File: src/rtl/prbs_inj_pkg.sv
package prbs_inj_pkg;
  localparam int LFSR_W = 9;
  localparam int TAP_HI = 9;
  localparam int TAP_LO = 5;

  typedef logic [LFSR_W-1:0] lfsr_t;

  // one Fibonacci step of x^9 + x^5 + 1, shifting toward the msb
  function automatic lfsr_t lfsr_advance(input lfsr_t s);
    logic fb;
    fb = s[TAP_HI-1] ^ s[TAP_LO-1];
    return {s[LFSR_W-2:0], fb};
  endfunction
endpackage

File: src/rtl/prbs_lfsr.sv
module prbs_lfsr
  import prbs_inj_pkg::*;
#(
  parameter lfsr_t SEED = '1
) (
  input  logic  clk,
  input  logic  rst_n,
  input  logic  advance,
  output lfsr_t state,
  output logic  out_bit
);
  lfsr_t state_q;
  lfsr_t state_nx;

  assign state_nx = lfsr_advance(state_q);

  always_ff @(posedge clk) begin
    if (!rst_n)
      state_q <= SEED;
    else if (state_q == '0)
      state_q <= SEED;        // recovery from a corrupted state
    else if (advance)
      state_q <= state_nx;
  end

  assign state   = state_q;
  assign out_bit = state_q[LFSR_W-1];
endmodule

File: src/rtl/prbs_offset_sat.sv
module prbs_offset_sat #(
  parameter int DUTY_W     = 12,
  parameter int FULL_SCALE = 4000
) (
  input  logic [DUTY_W-1:0] base,
  input  logic [DUTY_W-1:0] amp,
  input  logic              add_pos,
  output logic [DUTY_W-1:0] result,
  output logic              sat_hi,
  output logic              sat_lo
);
  localparam int SUM_W = DUTY_W + 2;
  localparam logic signed [SUM_W-1:0] FULL_S = SUM_W'(FULL_SCALE);

  function automatic logic signed [SUM_W-1:0] signed_sum(
    input logic [DUTY_W-1:0] b,
    input logic [DUTY_W-1:0] a,
    input logic              pos
  );
    logic signed [SUM_W-1:0] bs, as_;
    bs  = $signed({2'b00, b});
    as_ = $signed({2'b00, a});
    return pos ? (bs + as_) : (bs - as_);
  endfunction

  logic signed [SUM_W-1:0] raw;

  always_comb begin
    raw    = signed_sum(base, amp, add_pos);
    sat_lo = raw < 0;
    sat_hi = raw > FULL_S;
    if (sat_lo)      result = '0;
    else if (sat_hi) result = DUTY_W'(FULL_SCALE);
    else             result = raw[DUTY_W-1:0];
  end
endmodule

File: src/rtl/prbs_injector.sv
module prbs_injector
  import prbs_inj_pkg::*;
#(
  parameter int    DUTY_W     = 12,
  parameter int    FULL_SCALE = 4000,
  parameter lfsr_t SEED       = '1
) (
  input  logic              clk,
  input  logic              rst_n,
  input  logic [DUTY_W-1:0] duty_in,
  input  logic              sample_stb,
  input  logic              inj_en,
  input  logic [DUTY_W-1:0] amp,
  output logic [DUTY_W-1:0] duty_out,
  output logic              prbs_bit
);
  lfsr_t             lfsr_q;
  logic              step_ev;
  logic              sat_hi;
  logic              sat_lo;
  logic [DUTY_W-1:0] perturbed;

  assign step_ev = sample_stb & inj_en;

  prbs_lfsr #(.SEED(SEED)) u_lfsr (
    .clk     (clk),
    .rst_n   (rst_n),
    .advance (step_ev),
    .state   (lfsr_q),
    .out_bit (prbs_bit)
  );

  prbs_offset_sat #(.DUTY_W(DUTY_W), .FULL_SCALE(FULL_SCALE)) u_sat (
    .base    (duty_in),
    .amp     (amp),
    .add_pos (prbs_bit),
    .result  (perturbed),
    .sat_hi  (sat_hi),
    .sat_lo  (sat_lo)
  );

  assign duty_out = inj_en ? perturbed : duty_in;
endmodule

File: config.mk
export PLATFORM = sky130hd
export DESIGN_NAME = prbs_injector
export DESIGN_NICKNAME = d
export VERILOG_FILES = /design/src/rtl/prbs_inj_pkg.sv /design/src/rtl/prbs_lfsr.sv /design/src/rtl/prbs_offset_sat.sv /design/src/rtl/prbs_injector.sv
export SDC_FILE = /design/constraint.sdc
export NUM_CORES = 1
export LEC_CHECK = 0
export BUFFER_PORTS_ARGS = -buffer_cell sky130_fd_sc_hd__buf_2
export CORE_ASPECT_RATIO = 0.7
export CORE_MARGIN = 1.5
export CORE_UTILIZATION = 45
export CTS_CLUSTER_DIAMETER = 50
export DETAILED_ROUTE_END_ITERATION = 12
export PLACE_DENSITY = 0.65
export SYNTH_ARGS = -nofsm -noshare
export SYNTH_HDL_FRONTEND = slang
export SYNTH_SLANG_ARGS = --single-unit
File: constraint.sdc
create_clock -name clk -period 7.29 [get_ports clk]
set_input_delay 0.3645 -clock clk [delete_from_list [all_inputs] [get_ports clk]]
set_output_delay 0.3645 -clock clk [all_outputs]
set_load 0.02 [all_outputs]
==> metrics, run 1 <==
run status=finished, final reports clean; leading cell types by count after synthesis=nand2_1 (29), ha_1 (24), inv_1 (21), a21oi_1 (16), nand3_1 (13); max-cap check violation count=0; delay-heaviest family, CP=simple AND/OR/NAND/NOR gates; number of nets in the layout=330; average via count per standard cell=5.887; antenna violations before repair=0; post-synth cell types=60; synthesis warning total=0; setup repair after global routing missed its margin=false; relative slew slack=0.3552; Least-Margin Pin Slew=0.9659 ns; Clock H-tree levels=1; total overflow reported by the global router=0; type of the tightest min-delay check=reg2reg; Final Slew Violations=0; area after detailed placement=2024 sq um; synthesized netlist cell count=241; post-route cell area=2069 sq um; cell breakdown of the critical path=or4b_4 -> a2111oi_4 -> o311ai_0 -> o211ai_1 -> xor2_1 -> nor4_4 -> o41a_1 -> buf_2; final routed wirelength across all metal layers=4656 um; sequential-to-total area share from yosys stat=0.09979; clock network latency to the later pin of the worst-skew pair=0.23 ns; final antenna-violating net count=0; maximum fanout along the worst path=27; post-layout power=283.6 uW; wire length per cell after detailed routing=14.24 um; count of final hold-check violations=0; HPWL reported at the end of detailed placement=3797 um; Vias=1925; row count=19; final period utilization=0.5216; number of DRC violations after detailed routing=0; Max Root-Sink Buffers=2; highest achievable clock rate=0.2630 GHz; total setup violations reported at the end of the flow=0; Syn Nets=295; cell area after synthesis=1805 sq um; Layout Utilization=0.5341; slowest stage cell on the critical path=dfxtp_1; Final Hold Slack=0.4820 ns; aggregate negative setup slack=0 ns; die width=78.71 um; biggest cell delay along the critical path=0.95 ns; hold buffer count at cts=0; critical path endpoint category=output pin; number of iterations in the first detailed-routing pass=5; static leakage=0.9812 nW; syn avg cell area=7.492 sq um; fraction of final layout cells sized beyond drive strength 1=0.1964; Placeable Area=3875 sq um; kind of critical path=reg2out; PostCTS Resize Cnt=0; number of flip-flops under the largest register name=9; number of buffers and inverters on the critical path=1; top-level port count=41; VDD IR-drop max=0.1296 mV; Synth Register Bits=9; Reg clk slew, reported paths=0.04 ns; Final min period=3.803 ns; CP arrival=3.44 ns; die outline height=56.00 um; overall track demand over capacity in global routing=0.2205; fill cell total of the finished layout=394; Main synth FF type=dfxtp_1; portion of synthesized cell area occupied by the leading cell type=0.1663; number of global-route vias before repair=1638; count leader, synth=nand2_1; sort of element at the start of the critical path=register; DRT iter0 DRCs=129; clock sink total=9; top cells by area, synth=ha_1 (17%), dfxtp_1 (10%), nand2_1 (6.0%); Area growth syn-to-layout=14.62%; total power divided by cell area=137.0 nW/um^2; Die Outline Area=4407 sq um; clock tree from TritonCTS=done; cell accounting for the most synthesized area=ha_1; starting density of the core=0.4659; n_diodes=0; GP Congestion=0.9410; number of enable-type register cells in the synthesized netlist=0; CTS Root Cell=clkbuf_8; clk_skew=0.003897 ns; wire length of the first global-routing pass=7783 um; CTS Buf Count=3; setup fix buffers added after clock tree synthesis=0; number of I/O port buffers=40; ys async rst share=0; pin count of the biggest net entering global routing=28; required time reported for the critical path endpoint=6.93 ns
[worst reg2reg max path: stages, from the launching register on]
cell     delay (ns)
dfxtp_1        0.95
nor4_1         0.12
a31oi_1        0.61
nand3_1        0.16
[placed cells by master, fill, tap and decap left out, types with 2 or more instances in the layout]
master / synthesis / routed
buf_2: 1 / 40
nand2_1: 29 / 29
ha_1: 24 / 24
inv_1: 21 / 21
a21oi_1: 16 / 16
nand3_1: 13 / 13
nor2_1: 12 / 12
dfxtp_1: 9 / 9
xnor2_1: 8 / 8
o21ai_0: 7 / 7
a211oi_1: 7 / 7
a21o_1: 6 / 6
o41ai_1: 6 / 6
nand2b_1: 5 / 5
nor2b_1: 5 / 5
o211ai_1: 4 / 4
o311ai_0: 3 / 3
and2_1: 3 / 3
clkbuf_8: 0 / 3
a2111o_1: 2 / 2
or2_2: 2 / 2
mux2i_1: 2 / 2
xor2_1: 2 / 2
a211o_1: 2 / 2
a2bb2oi_1: 2 / 2
nor4_1: 2 / 2
nor3_1: 2 / 2
or4_1: 2 / 2
or3_1: 2 / 2
mux2_2: 2 / 2
o2bb2ai_1: 2 / 2
a21boi_0: 2 / 2
fa_1: 2 / 2
[power by group]
part	switching, mW	internal, mW	total, mW
Sequential	0.00492	0.0527	0.0576
Combinational	0.100	0.0683	0.169
Clock	0.0192	0.0381	0.0573
[area by class of cell]
cell class                 count  area [sq um]  share of cell area
timing repair buffer          40         200.2             0.09674
sequential                     9         180.2             0.08706
tap                           52         65.06             0.03144
clock buffer                   4         45.04             0.02177
multi-input combinational    201          1500              0.7249
inverter                      21         78.83             0.03809
[per-stage QoR]
stage               setup WS [ns]  instances
floorplan                   3.791        241
global placement            3.739        323
detailed placement          3.634        323
CTS                         3.533        327
global route                3.336        327
finish                      3.487        327
[final timing paths]
| path | slack [ns] | cells past startpoint | endpoint | start |
|---|---|---|---|---|
| worst min-delay path | 0.48 | 2 | u_lfsr.state[6]$_SDFFE_PP1P_ | u_lfsr.state[5]$_SDFFE_PP1P_ |
| worst min register to register | 0.48 | 2 | u_lfsr.state[6]$_SDFFE_PP1P_ | u_lfsr.state[5]$_SDFFE_PP1P_ |
| worst max register to register | 5.29 | 3 | u_lfsr.state[3]$_SDFFE_PP1P_ | u_lfsr.state[8]$_SDFFE_PP1P_ |
| worst max-delay path | 3.49 | 8 | duty_out[5] | u_lfsr.state[8]$_SDFFE_PP1P_ |
[logic make-up after synthesis]
| group | count (synthesis) | share of synthesized area |
|---|---|---|
| AOI/OAI and AO/OA | 78 | 0.3320 |
| xor gates and xnor gates | 10 | 0.04851 |
| adders and majority gates | 26 | 0.1885 |
| buffers and inverters | 31 | 0.06930 |
| DFF | 9 | 0.09979 |
| muxes | 4 | 0.02356 |
| and+or+nand+nor | 83 | 0.2384 |
[metal layers]
metal,share of wire,vias to the layer above,wire length [um],track usage
li1,-,959,-,-
met1,0.52,864,2439,0.3463
met2,0.38,95,1748,0.3091
met3,0.094,7,438,0.04918
met4,0.0062,0,29,0.02806
met5,0,-,0,0
(Power assumes the default switching activity.)
==> run 2: changes to the inputs <==
clock period = 3.57 ns   (was 7.29 ns; I/O delays follow)
==> run 2 against run 1 <==
Effect of this change: register-to-register slack worse by 3.4 ns; via count is 1.6% lower; sequential cell count stayed put; worst setup slack worse by 3.2 ns; largest power group unchanged.
==> metrics, run 2 (synthesis results as in run 1) <==
static leakage=0.9914 nW (was 0.9812 nW); count of final hold-check violations=0 (unchanged); Final min period=3.290 ns; die outline height=56.00 um (unchanged); Final Slew Violations=0 (unchanged); required time reported for the critical path endpoint=3.39 ns (was 6.93 ns); area after detailed placement=2039 sq um (was 2024 sq um); Final Hold Slack=0.3440 ns (was 0.4820 ns); HPWL reported at the end of detailed placement=3871 um (was 3797 um); Layout Utilization=0.5379 (was 0.5341); Area growth syn-to-layout=15.45% (was 14.62%); number of DRC violations after detailed routing=0 (unchanged); antenna violations before repair=0 (unchanged); aggregate negative setup slack=0 ns (unchanged); final period utilization=0.9215; DRT iter0 DRCs=172 (was 129); final antenna-violating net count=0 (unchanged); Final Instance Count excl. Fillers=329 (was 327); worst path setup slack after routing=0.2803 ns (was 3.487 ns); die width=78.71 um (unchanged); total overflow reported by the global router=0 (unchanged); clock network latency to the later pin of the worst-skew pair=0.23 ns (about the same); wire length per cell after detailed routing=14.35 um (was 14.24 um); CTS Root Cell=clkbuf_8 (unchanged); CP arrival=3.11 ns (was 3.44 ns); CTS Buf Count=3 (unchanged); total power divided by cell area=279.3 nW/um^2 (was 137.0 nW/um^2); clk_skew=0.002567 ns (was 0.003897 ns); instance count after placement with tap cells included=325 (was 323); relative slew slack=0.5016 (was 0.3552); total setup violations reported at the end of the flow=0 (unchanged); Reg clk slew, reported paths=0.04 ns (about the same); overall track demand over capacity in global routing=0.2230 (was 0.2205); n_diodes=0 (unchanged); worst slack, placed=0.2351 ns (was 3.634 ns); number of nets in the layout=332 (was 330); average via count per standard cell=5.757 (was 5.887); setup repair after global routing missed its margin=false (unchanged); Placeable Area=3875 sq um (unchanged); critical path endpoint category=output pin (unchanged); maximum fanout along the worst path=7 (was 27); leading cell types in the layout, fill and taps excluded=buf_2 (40), nand2_1 (29), ha_1 (24), inv_1 (21), a21oi_1 (16) (unchanged); clock tree from TritonCTS=done (unchanged); VDD IR-drop max=0.4399 mV (was 0.1296 mV); final routed wirelength across all metal layers=4720 um (was 4656 um); R2R setup slack=1.93 ns (was 5.29 ns); wire length of the first global-routing pass=7845 um (was 7783 um); hold buffer count at cts=0 (unchanged); worst hold start=rst_n (was u_lfsr.state[5]$_SDFFE_PP1P_); pin count of the biggest net entering global routing=27 (was 28); run status=finished, final reports clean (unchanged); number of flip-flops under the largest register name=9 (unchanged); number of global-route vias before repair=1630 (was 1638); kind of critical path=in2out (was reg2out); origin of the worst setup path=duty_in[0] (was u_lfsr.state[8]$_SDFFE_PP1P_); highest achievable clock rate=0.3040 GHz; max-cap check violation count=0 (unchanged); number of I/O port buffers=40 (unchanged); Least-Margin Pin Slew=0.7441 ns (was 0.9659 ns); row count=19 (unchanged); number of iterations in the first detailed-routing pass=4 (was 5); Vias=1894 (was 1925); starting density of the core=0.4659 (unchanged); clock sink total=9 (unchanged); critical register-to-register path startpoint=u_lfsr.state[8]$_SDFFE_PP1P_ (unchanged); GP Congestion=0.9110 (was 0.9410); fraction of final layout cells sized beyond drive strength 1=0.2022 (was 0.1964); leading cell type in the layout, fill and taps excluded=buf_2 (unchanged); type of the tightest min-delay check=in2reg (was reg2reg); Clock H-tree levels=1 (unchanged); post-route cell area=2085 sq um (was 2069 sq um); post-layout power=582.2 uW (was 283.6 uW); top-level port count=41 (unchanged); Max Root-Sink Buffers=2 (unchanged); sort of element at the start of the critical path=input pin (was register); Die Outline Area=4407 sq um (unchanged)
-- run 2: cell count changes in the layout (fill, tap and decap cells not counted) --
cell and change:
buf_4 +2, a21boi_1 +1, a21boi_0 -1
-- run 2: timing repair --
item / 4_1_cts / 5_1_grt
gates resized for setup: 0 / 1
buffers inserted: 0 / 0
endpoints found under the setup margin: 0 / 6
-- run 2: metal layers --
metal,vias up,global-route usage,wire length [um]
li1,969,-,-
met2,84,0.2833,1678
met4,0,0.01786,4
met1,839,0.3874,2634
met3,2,0.03443,403
met5,-,0,0
-- run 2: layout make-up --
class                      instances  area (sq um)
inverter                          21         78.83
fill                             389          1790
timing repair buffer              42         215.2
multi-input combinational        201          1500
clock buffer                       4         45.04
sequential                         9         180.2
tap                               52         65.06
-- run 2: path summary, 6_finish.rpt --
check / endpoint / cells past startpoint
worst max register to register: u_lfsr.state[0]$_SDFFE_PP1P_ / 4
worst max-delay path: duty_out[4] / 13
worst min register to register: u_lfsr.state[4]$_SDFFE_PP1P_ / 2
worst min-delay path: u_lfsr.state[6]$_SDFFE_PP1P_ / 4
-- run 2: power by group --
part	switching, mW	internal, mW
clock	0.0379	0.0776
sequential	0.00488	0.108
combinational	0.213	0.141
total	0.256	0.327
-- run 2: critical path: stages --
cell and delay [ns]:
buf_2 0.10, ha_1 0.19, inv_1 0.06, fa_1 0.39, or2_2 0.36, a211o_1 0.27, a2bb2oi_1 0.23, a22oi_1 0.14
xnor2_1 0.29, a21boi_1 0.29, nor4_4 0.10, o41ai_1 0.28, buf_2 0.23
